## config.mk

```make
export PLATFORM = sky130hd
export DESIGN_NAME = tdm_slot_router
export DESIGN_NICKNAME = d
export VERILOG_FILES = /design/src/rtl/tdm_route_pkg.sv /design/src/rtl/tdm_route_table.sv /design/src/rtl/tdm_slot_walker.sv /design/src/rtl/tdm_rx_demux.sv /design/src/rtl/tdm_tx_mux.sv /design/src/rtl/tdm_slot_router.sv
export SDC_FILE = /design/constraint.sdc
export NUM_CORES = 1
export LEC_CHECK = 0
export BUFFER_PORTS_ARGS = -buffer_cell sky130_fd_sc_hd__buf_4
export CAP_MARGIN = 20
export CORE_UTILIZATION = 45
export DETAILED_ROUTE_END_ITERATION = 16
export MAX_ROUTING_LAYER = met4
export PLACE_DENSITY = 0.6
export SETUP_SLACK_MARGIN = 0.02
export SYNTH_ARGS = -nofsm -noshare
export SYNTH_HDL_FRONTEND = slang
export SYNTH_HIERARCHICAL = 1
export SYNTH_SLANG_ARGS = --single-unit
```

## constraint.sdc

```tcl
create_clock -name clk -period 4.75 [get_ports clk]
set_input_delay 0.95 -clock clk [delete_from_list [all_inputs] [get_ports clk]]
set_output_delay 0.95 -clock clk [all_outputs]
set_load 0.05 [all_outputs]
```

## src/rtl/tdm_route_pkg.sv

```systemverilog
package tdm_route_pkg;

  localparam int ENTRY_W = 16;
  localparam int CSEL_W  = 3;
  localparam int CNT_W   = 4;
  localparam int NUM_CH  = 5;

  localparam logic [CSEL_W-1:0] CSEL_LO = 3'd2;
  localparam logic [CSEL_W-1:0] CSEL_HI = 3'd6;

  typedef struct packed {
    logic              swap;
    logic [5:0]        rsvd;
    logic [CSEL_W-1:0] csel;
    logic [CNT_W-1:0]  cnt;
    logic              byte_unit;
    logic              last;
  } route_entry_t;

  typedef enum logic {WALK_IDLE = 1'b0, WALK_RUN = 1'b1} walk_state_t;

  // Channel code to one-hot port select; unused codes give zero.
  function automatic logic [NUM_CH-1:0] chan_select(logic [CSEL_W-1:0] code);
    logic [NUM_CH-1:0] sel;
    sel = '0;
    for (int c = 0; c < NUM_CH; c++) begin
      if (code == CSEL_LO + CSEL_W'(c)) sel[c] = 1'b1;
    end
    return sel;
  endfunction

endpackage

```

## src/rtl/tdm_route_table.sv

```systemverilog
module tdm_route_table
  import tdm_route_pkg::*;
#(
  parameter int DEPTH = 16,
  localparam int AW = $clog2(DEPTH)
) (
  input  logic         clk,
  input  logic         we,
  input  logic [AW-1:0] waddr,
  input  route_entry_t wdata,
  input  logic [AW-1:0] raddr,
  output route_entry_t rdata
);

  route_entry_t mem [DEPTH];

  always_ff @(posedge clk) begin
    if (we) mem[waddr] <= wdata;
  end

  assign rdata = mem[raddr];

endmodule

```

## src/rtl/tdm_slot_walker.sv

```systemverilog
module tdm_slot_walker
  import tdm_route_pkg::*;
#(
  parameter int DEPTH     = 16,
  parameter int UNIT_BITS = 8,
  localparam int AW      = $clog2(DEPTH),
  localparam int MAX_LEN = (1 << CNT_W) * UNIT_BITS,
  localparam int POS_W   = $clog2(MAX_LEN)
) (
  input  logic         clk,
  input  logic         rst,
  input  logic         sync,
  input  route_entry_t ent,
  output logic         active,
  output logic [AW-1:0] idx
);

  walk_state_t      state;
  logic [POS_W-1:0] pos;
  logic [POS_W-1:0] len_m1;
  logic             at_end;
  logic             tbl_end;
  int unsigned      units;

  always_comb begin
    units  = int'(ent.cnt) + 1;
    len_m1 = ent.byte_unit ? POS_W'(units * UNIT_BITS - 1) : POS_W'(units - 1);
  end

  assign at_end  = (pos == len_m1);
  assign tbl_end = ent.last || (idx == AW'(DEPTH - 1));

  always_ff @(posedge clk) begin
    if (rst) begin
      state <= WALK_IDLE;
      idx   <= '0;
      pos   <= '0;
    end else if (sync) begin
      state <= WALK_RUN;
      idx   <= '0;
      pos   <= '0;
    end else if (state == WALK_RUN) begin
      if (at_end) begin
        pos <= '0;
        if (tbl_end) begin
          state <= WALK_IDLE;
          idx   <= '0;
        end else begin
          idx <= idx + 1'b1;
        end
      end else begin
        pos <= pos + 1'b1;
      end
    end
  end

  assign active = (state == WALK_RUN);

  assert_sync_restart_R6: assert property (@(posedge clk) disable iff (rst)
    sync |=> (active && idx == '0))
    else $error("walk did not restart on sync");

  assert_idle_hold_R4: assert property (@(posedge clk) disable iff (rst)
    (!active && !sync) |=> (!active && idx == '0))
    else $error("idle walker moved without sync");

  assert_entry_hold_R3: assert property (@(posedge clk) disable iff (rst)
    (active && !sync && !at_end) |=> (active && idx == $past(idx)))
    else $error("entry left before its length elapsed");

  assert_table_end_R5: assert property (@(posedge clk) disable iff (rst)
    (active && !sync && at_end && idx == AW'(DEPTH - 1)) |=> !active)
    else $error("walk ran past final entry");

endmodule

```

## src/rtl/tdm_rx_demux.sv

```systemverilog
module tdm_rx_demux
  import tdm_route_pkg::*;
(
  input  logic              clk,
  input  logic              rst,
  input  logic              active,
  input  route_entry_t      ent,
  input  logic              rxd_in,
  input  logic              txd_in,
  output logic [NUM_CH-1:0] ch_rx_data,
  output logic [NUM_CH-1:0] ch_rx_valid
);

  logic [NUM_CH-1:0] hit;
  logic              line_bit;

  assign hit      = active ? chan_select(ent.csel) : '0;
  assign line_bit = ent.swap ? txd_in : rxd_in;

  for (genvar c = 0; c < NUM_CH; c++) begin : g_ch
    always_ff @(posedge clk) begin
      if (rst) begin
        ch_rx_valid[c] <= 1'b0;
        ch_rx_data[c]  <= 1'b0;
      end else begin
        ch_rx_valid[c] <= hit[c];
        if (hit[c]) ch_rx_data[c] <= line_bit;
      end
    end
  end

  assert_rx_single_R7: assert property (@(posedge clk) disable iff (rst)
    $onehot0(ch_rx_valid))
    else $error("more than one receive strobe");

  assert_rx_quiet_R8: assert property (@(posedge clk) disable iff (rst)
    !active |=> (ch_rx_valid == '0))
    else $error("receive strobe while idle");

endmodule

```

## src/rtl/tdm_tx_mux.sv

```systemverilog
module tdm_tx_mux
  import tdm_route_pkg::*;
(
  input  logic              clk,
  input  logic              rst,
  input  logic              active,
  input  route_entry_t      ent,
  input  logic [NUM_CH-1:0] ch_tx_data,
  output logic [NUM_CH-1:0] ch_tx_req,
  output logic              txd_out,
  output logic              txd_oe,
  output logic              rxd_out,
  output logic              rxd_oe
);

  logic tx_bit;
  logic used;

  assign ch_tx_req = active ? chan_select(ent.csel) : '0;
  assign used      = |ch_tx_req;
  assign tx_bit    = |(ch_tx_req & ch_tx_data);

  always_ff @(posedge clk) begin
    if (rst) begin
      txd_out <= 1'b0;
      txd_oe  <= 1'b0;
      rxd_out <= 1'b0;
      rxd_oe  <= 1'b0;
    end else begin
      txd_oe  <= used && !ent.swap;
      rxd_oe  <= used && ent.swap;
      txd_out <= tx_bit && !ent.swap;
      rxd_out <= tx_bit && ent.swap;
    end
  end

  assert_req_single_R10: assert property (@(posedge clk) disable iff (rst)
    $onehot0(ch_tx_req))
    else $error("more than one transmit request");

  assert_req_drives_R10: assert property (@(posedge clk) disable iff (rst)
    (|ch_tx_req) |=> (txd_oe ^ rxd_oe))
    else $error("request not followed by one pin drive");

  assert_quiet_pins_R11: assert property (@(posedge clk) disable iff (rst)
    (ch_tx_req == '0) |=> (!txd_oe && !rxd_oe))
    else $error("pin enabled without a request");

endmodule

```

## src/rtl/tdm_slot_router.sv

```systemverilog
module tdm_slot_router
  import tdm_route_pkg::*;
#(
  parameter int DEPTH     = 16,
  parameter int UNIT_BITS = 8,
  localparam int AW = $clog2(DEPTH)
) (
  input  logic               clk,
  input  logic               rst,
  input  logic               rx_sync,
  input  logic               tx_sync,
  input  logic               rxd_in,
  input  logic               txd_in,
  input  logic [NUM_CH-1:0]  ch_tx_data,
  input  logic               tbl_we,
  input  logic               tbl_sel,
  input  logic [AW-1:0]      tbl_addr,
  input  logic [ENTRY_W-1:0] tbl_wdata,
  output logic [NUM_CH-1:0]  ch_rx_data,
  output logic [NUM_CH-1:0]  ch_rx_valid,
  output logic [NUM_CH-1:0]  ch_tx_req,
  output logic               txd_out,
  output logic               txd_oe,
  output logic               rxd_out,
  output logic               rxd_oe,
  output logic [AW-1:0]      rx_idx,
  output logic [AW-1:0]      tx_idx
);

  localparam int DIR_RX = 0;
  localparam int DIR_TX = 1;
  localparam int N_DIR  = 2;

  logic         dir_sync   [N_DIR];
  logic         dir_active [N_DIR];
  logic [AW-1:0] dir_idx   [N_DIR];
  route_entry_t dir_ent    [N_DIR];
  route_entry_t wr_entry;

  assign wr_entry         = route_entry_t'(tbl_wdata);
  assign dir_sync[DIR_RX] = rx_sync;
  assign dir_sync[DIR_TX] = tx_sync;

  for (genvar d = 0; d < N_DIR; d++) begin : g_dir
    tdm_route_table #(.DEPTH(DEPTH)) u_table (
      .clk   (clk),
      .we    (tbl_we && (tbl_sel == 1'(d))),
      .waddr (tbl_addr),
      .wdata (wr_entry),
      .raddr (dir_idx[d]),
      .rdata (dir_ent[d])
    );

    tdm_slot_walker #(.DEPTH(DEPTH), .UNIT_BITS(UNIT_BITS)) u_walker (
      .clk    (clk),
      .rst    (rst),
      .sync   (dir_sync[d]),
      .ent    (dir_ent[d]),
      .active (dir_active[d]),
      .idx    (dir_idx[d])
    );
  end

  tdm_rx_demux u_rx (
    .clk         (clk),
    .rst         (rst),
    .active      (dir_active[DIR_RX]),
    .ent         (dir_ent[DIR_RX]),
    .rxd_in      (rxd_in),
    .txd_in      (txd_in),
    .ch_rx_data  (ch_rx_data),
    .ch_rx_valid (ch_rx_valid)
  );

  tdm_tx_mux u_tx (
    .clk        (clk),
    .rst        (rst),
    .active     (dir_active[DIR_TX]),
    .ent        (dir_ent[DIR_TX]),
    .ch_tx_data (ch_tx_data),
    .ch_tx_req  (ch_tx_req),
    .txd_out    (txd_out),
    .txd_oe     (txd_oe),
    .rxd_out    (rxd_out),
    .rxd_oe     (rxd_oe)
  );

  assign rx_idx = dir_idx[DIR_RX];
  assign tx_idx = dir_idx[DIR_TX];

endmodule

```

==> summary.md <==
| Metric | Value |
|---|---|
| Status | completed |
| First-pass GRT wire length | around 50 mm |
| Share of layout cells above drive strength 1 | 24.3% |
| DR pass1 iterations | 6 |
| ANT nets after route | 0 |
| WL per Instance | about 22 um |
| # clock sinks | approximately 360 |
| Crit path time final | approximately 4300 ps |
| IO Pins | 60 |
| Via density | about 5.7 |
| RSZ-0062 raised after global routing | false |
| GPL Wtd Cong | 0.777 |
| Area occupied by multi-input gates | ~0.0045 mm^2 |
| Clk buf depth | 3 |
| Max frequency | 0.234 GHz |
| Initial antenna violation count | 0 |
| Pwr/cell area | 373 mW/mm^2 |
| Pint | 5.18 mW |
| Total number of H-tree levels | 2 |
| R2r startpoint | g_dir[0].u_walker/idx[0]$_SDFFE_PP0P_ |
| HP Class | reg -> reg |
| Flop pwr share | a little over half |
| Post-layout nets | 1023 |
| # port buffers | 53 |
| Final worst path period share | 90.1% |
| # resized after CTS | 0 |
| # rows | 67 |
| Final setup vio count | 0 |
| Mapped Cells | about 900 |
| Hold-fix buffers at CTS | 0 |
| Pins Over Slew Limit | 0 |
| Insertion delay to the later sink of the worst-skew pair | 530 ps |
| Clock power frac | roughly 44% |
| Gr usage total | about a fifth |
| Die Area | 0.0349 mm^2 |
| Crit path from | g_dir[0].u_walker/idx[0]$_SDFFE_PP0P_ |
| Syn Nets | ~960 |
| Logic gate share of total power | 2.5% |
| Setup crit start kind | flop |
| Ys Warns | 6 |
| Iteration-0 DRC Markers | ~670 |
| Sequential Area | slightly above 0.01 mm^2 |
| Maximum VDD drop | ~0.21 mV |
| Hold_sp | u_rx/ch_rx_data[1]$_SDFFE_PP0P_ |
| Clk slew on worst S/H paths | 60 ps |
| Final Hold Violating Endpoints | 0 |
| Drt drc | 0 |
| Die H | 187 um |
| Vias post-DR | approximately 8300 |
| Die width | approximately 190 um |
| Routed WL | between 30 and 40 mm |
| Fillcell total | between 2000 and 3000 |
| Critical path class | reg -> reg |
| Antenna fix cells | 0 |
| Crit path buffers/inverters | 1 |
| CP Cell Sequence | buf_4 > mux4_2 > a22oi_1 > nand2_1 > ha_1 > xnor2_1 > a32o_1 > a31oi_1 > o2111ai_1 > nor4_2 > nand4_2 > nor2_4 > mux2i_1 |
| Clock Skew | 13.3 ps |
| Core footprint | around 0.034 mm^2 |
| Mapped Avg Cell Area | about 17 um^2 |
| Worst-margin pin slew | 1080 ps |
| Clock root buffer | clkbuf_16 |
| CTS tree | done |
| Max_cap viols | 0 |
| Post-DP HPWL | between 20 and 25 mm |
| Vias in the first global route | roughly 8400 |
| Max stage delay on crit path | 610 ps |
| Largest delay share family, worst path | simple AND/OR/NAND/NOR gates |
| Largest net degree at the start of global routing | 33 |
| Setup Fix Bufs, Post-CTS | 0 |
| Total CTS buffers | 38 |
| Initial core utilization | 45.8% |
| Slowest CP cell | dfxtp_2 |
| Data required time of the worst path | about 5200 ps |
| Worst setup EP type | flop |
| Slew headroom | 27.9% |
| Cell area after synthesis | roughly 0.015 mm^2 |
| P&R area growth vs syn | 13.0% |
| Leak Pwr | 5.53 nW |
| Setup TNS | 0 ps |
| GRT overflow | 0 |
| Switching share of power | around a fifth |
| NetSw | 1.30 mW |
| Pwr Total | 6.48 mW |
| CP max FO | 14 |
| Worst EP arrival | between 4000 and 5000 ps |
==> final cells by class <==
type                            count  share of cell area (%)
Clock buffer                       45                    5.75
Clock inverter                     21                    1.10
Inverter                           12                   0.260
Multi-Input combinational cell    479                    25.7
Sequential cell                   358                    59.8
Tap cell                          448                    3.23
Timing Repair Buffer               93                    4.23
==> sequential cells by signal, indices dropped and copies added (netlist names) <==
name / count
u_tx/txd_out: 1
g_dir.u_walker/pos: 14
u_rx/ch_rx_valid: 5
g_dir.u_table/mem: 320
u_tx/rxd_oe: 1
u_tx/rxd_out: 1
u_rx/ch_rx_data: 5
g_dir.u_walker/active: 2
g_dir.u_walker/idx: 8
u_tx/txd_oe: 1
==> path summary, 6_finish.rpt <==
kind	slack, ps	end	cells after the start
hold reg to reg	500	u_rx/ch_rx_data[1]$_SDFFE_PP0P_	2
setup reg to reg	470	g_dir[0].u_walker/idx[1]$_SDFFE_PP0P_	13
hold / removal	500	u_rx/ch_rx_data[1]$_SDFFE_PP0P_	2
setup / recovery	470	g_dir[0].u_walker/idx[1]$_SDFFE_PP0P_	13
==> power groups by stage <==
| stage | logic [mW] | registers, mW | clock network [mW] |
|---|---|---|---|
| after floorplan | 0.0751 | 3.54 | 0 |
| after global placement | 0.159 | 3.54 | 0 |
| after detailed placement | 0.164 | 3.54 | 0 |
| after CTS | 0.164 | 3.48 | 2.90 |
| after global routing | 0.179 | 3.48 | 3.02 |
| final | 0.163 | 3.48 | 2.84 |
==> worst reg2reg max path, cell delays in order, from the launching register on <==
cell	delay, ps
dfxtp_2	610
buf_4	340
mux4_2	540
a22oi_1	160
nand2_1	110
ha_1	570
xnor2_1	150
a32o_1	270
a31oi_1	150
o2111ai_1	150
nor4_2	450
nand4_2	290
nor2_4	250
mux2i_1	190
==> cells in the final DEF (no fill, tap or decap), types with 10 or more instances in the layout <==
master       n
o21ai_0     22
mux4_2      66
clkbuf_16   39
a21oi_1     26
a31oi_1     10
nand3_1     21
nand2b_1    12
nor3_1      19
mux4_1      14
nor2b_1     10
a22oi_1     40
nor2_1      44
buf_4       88
dfxtp_1     34
xnor2_1     10
nand2_1     46
edfxtp_1   320
xor2_1      10
inv_1       12
nand3b_1    11
==> per-stage QoR <==
stage	hold WS [ps]	utilization (%)	area, um^2	setup WS, ps	instances
after floorplan	507	-	15400	115	915
after global placement	486	48.1	16100	461	1385
after detailed placement	493	48.1	16100	449	1386
after CTS	507	51.6	17300	422	1452
after global routing	553	51.8	17400	25.8	1456
final	499	51.8	17400	468	1456
==> routing by layer <==
metal	track usage [%]	share of wire (%)	vias up
li1	-	-	3812
met1	27.2	47	4251
met2	29.1	47	189
met3	3.59	5.0	37
met4	4.51	1.5	0
met5	-	0	-
No activity file was read; power rests on OpenSTA's default activity.
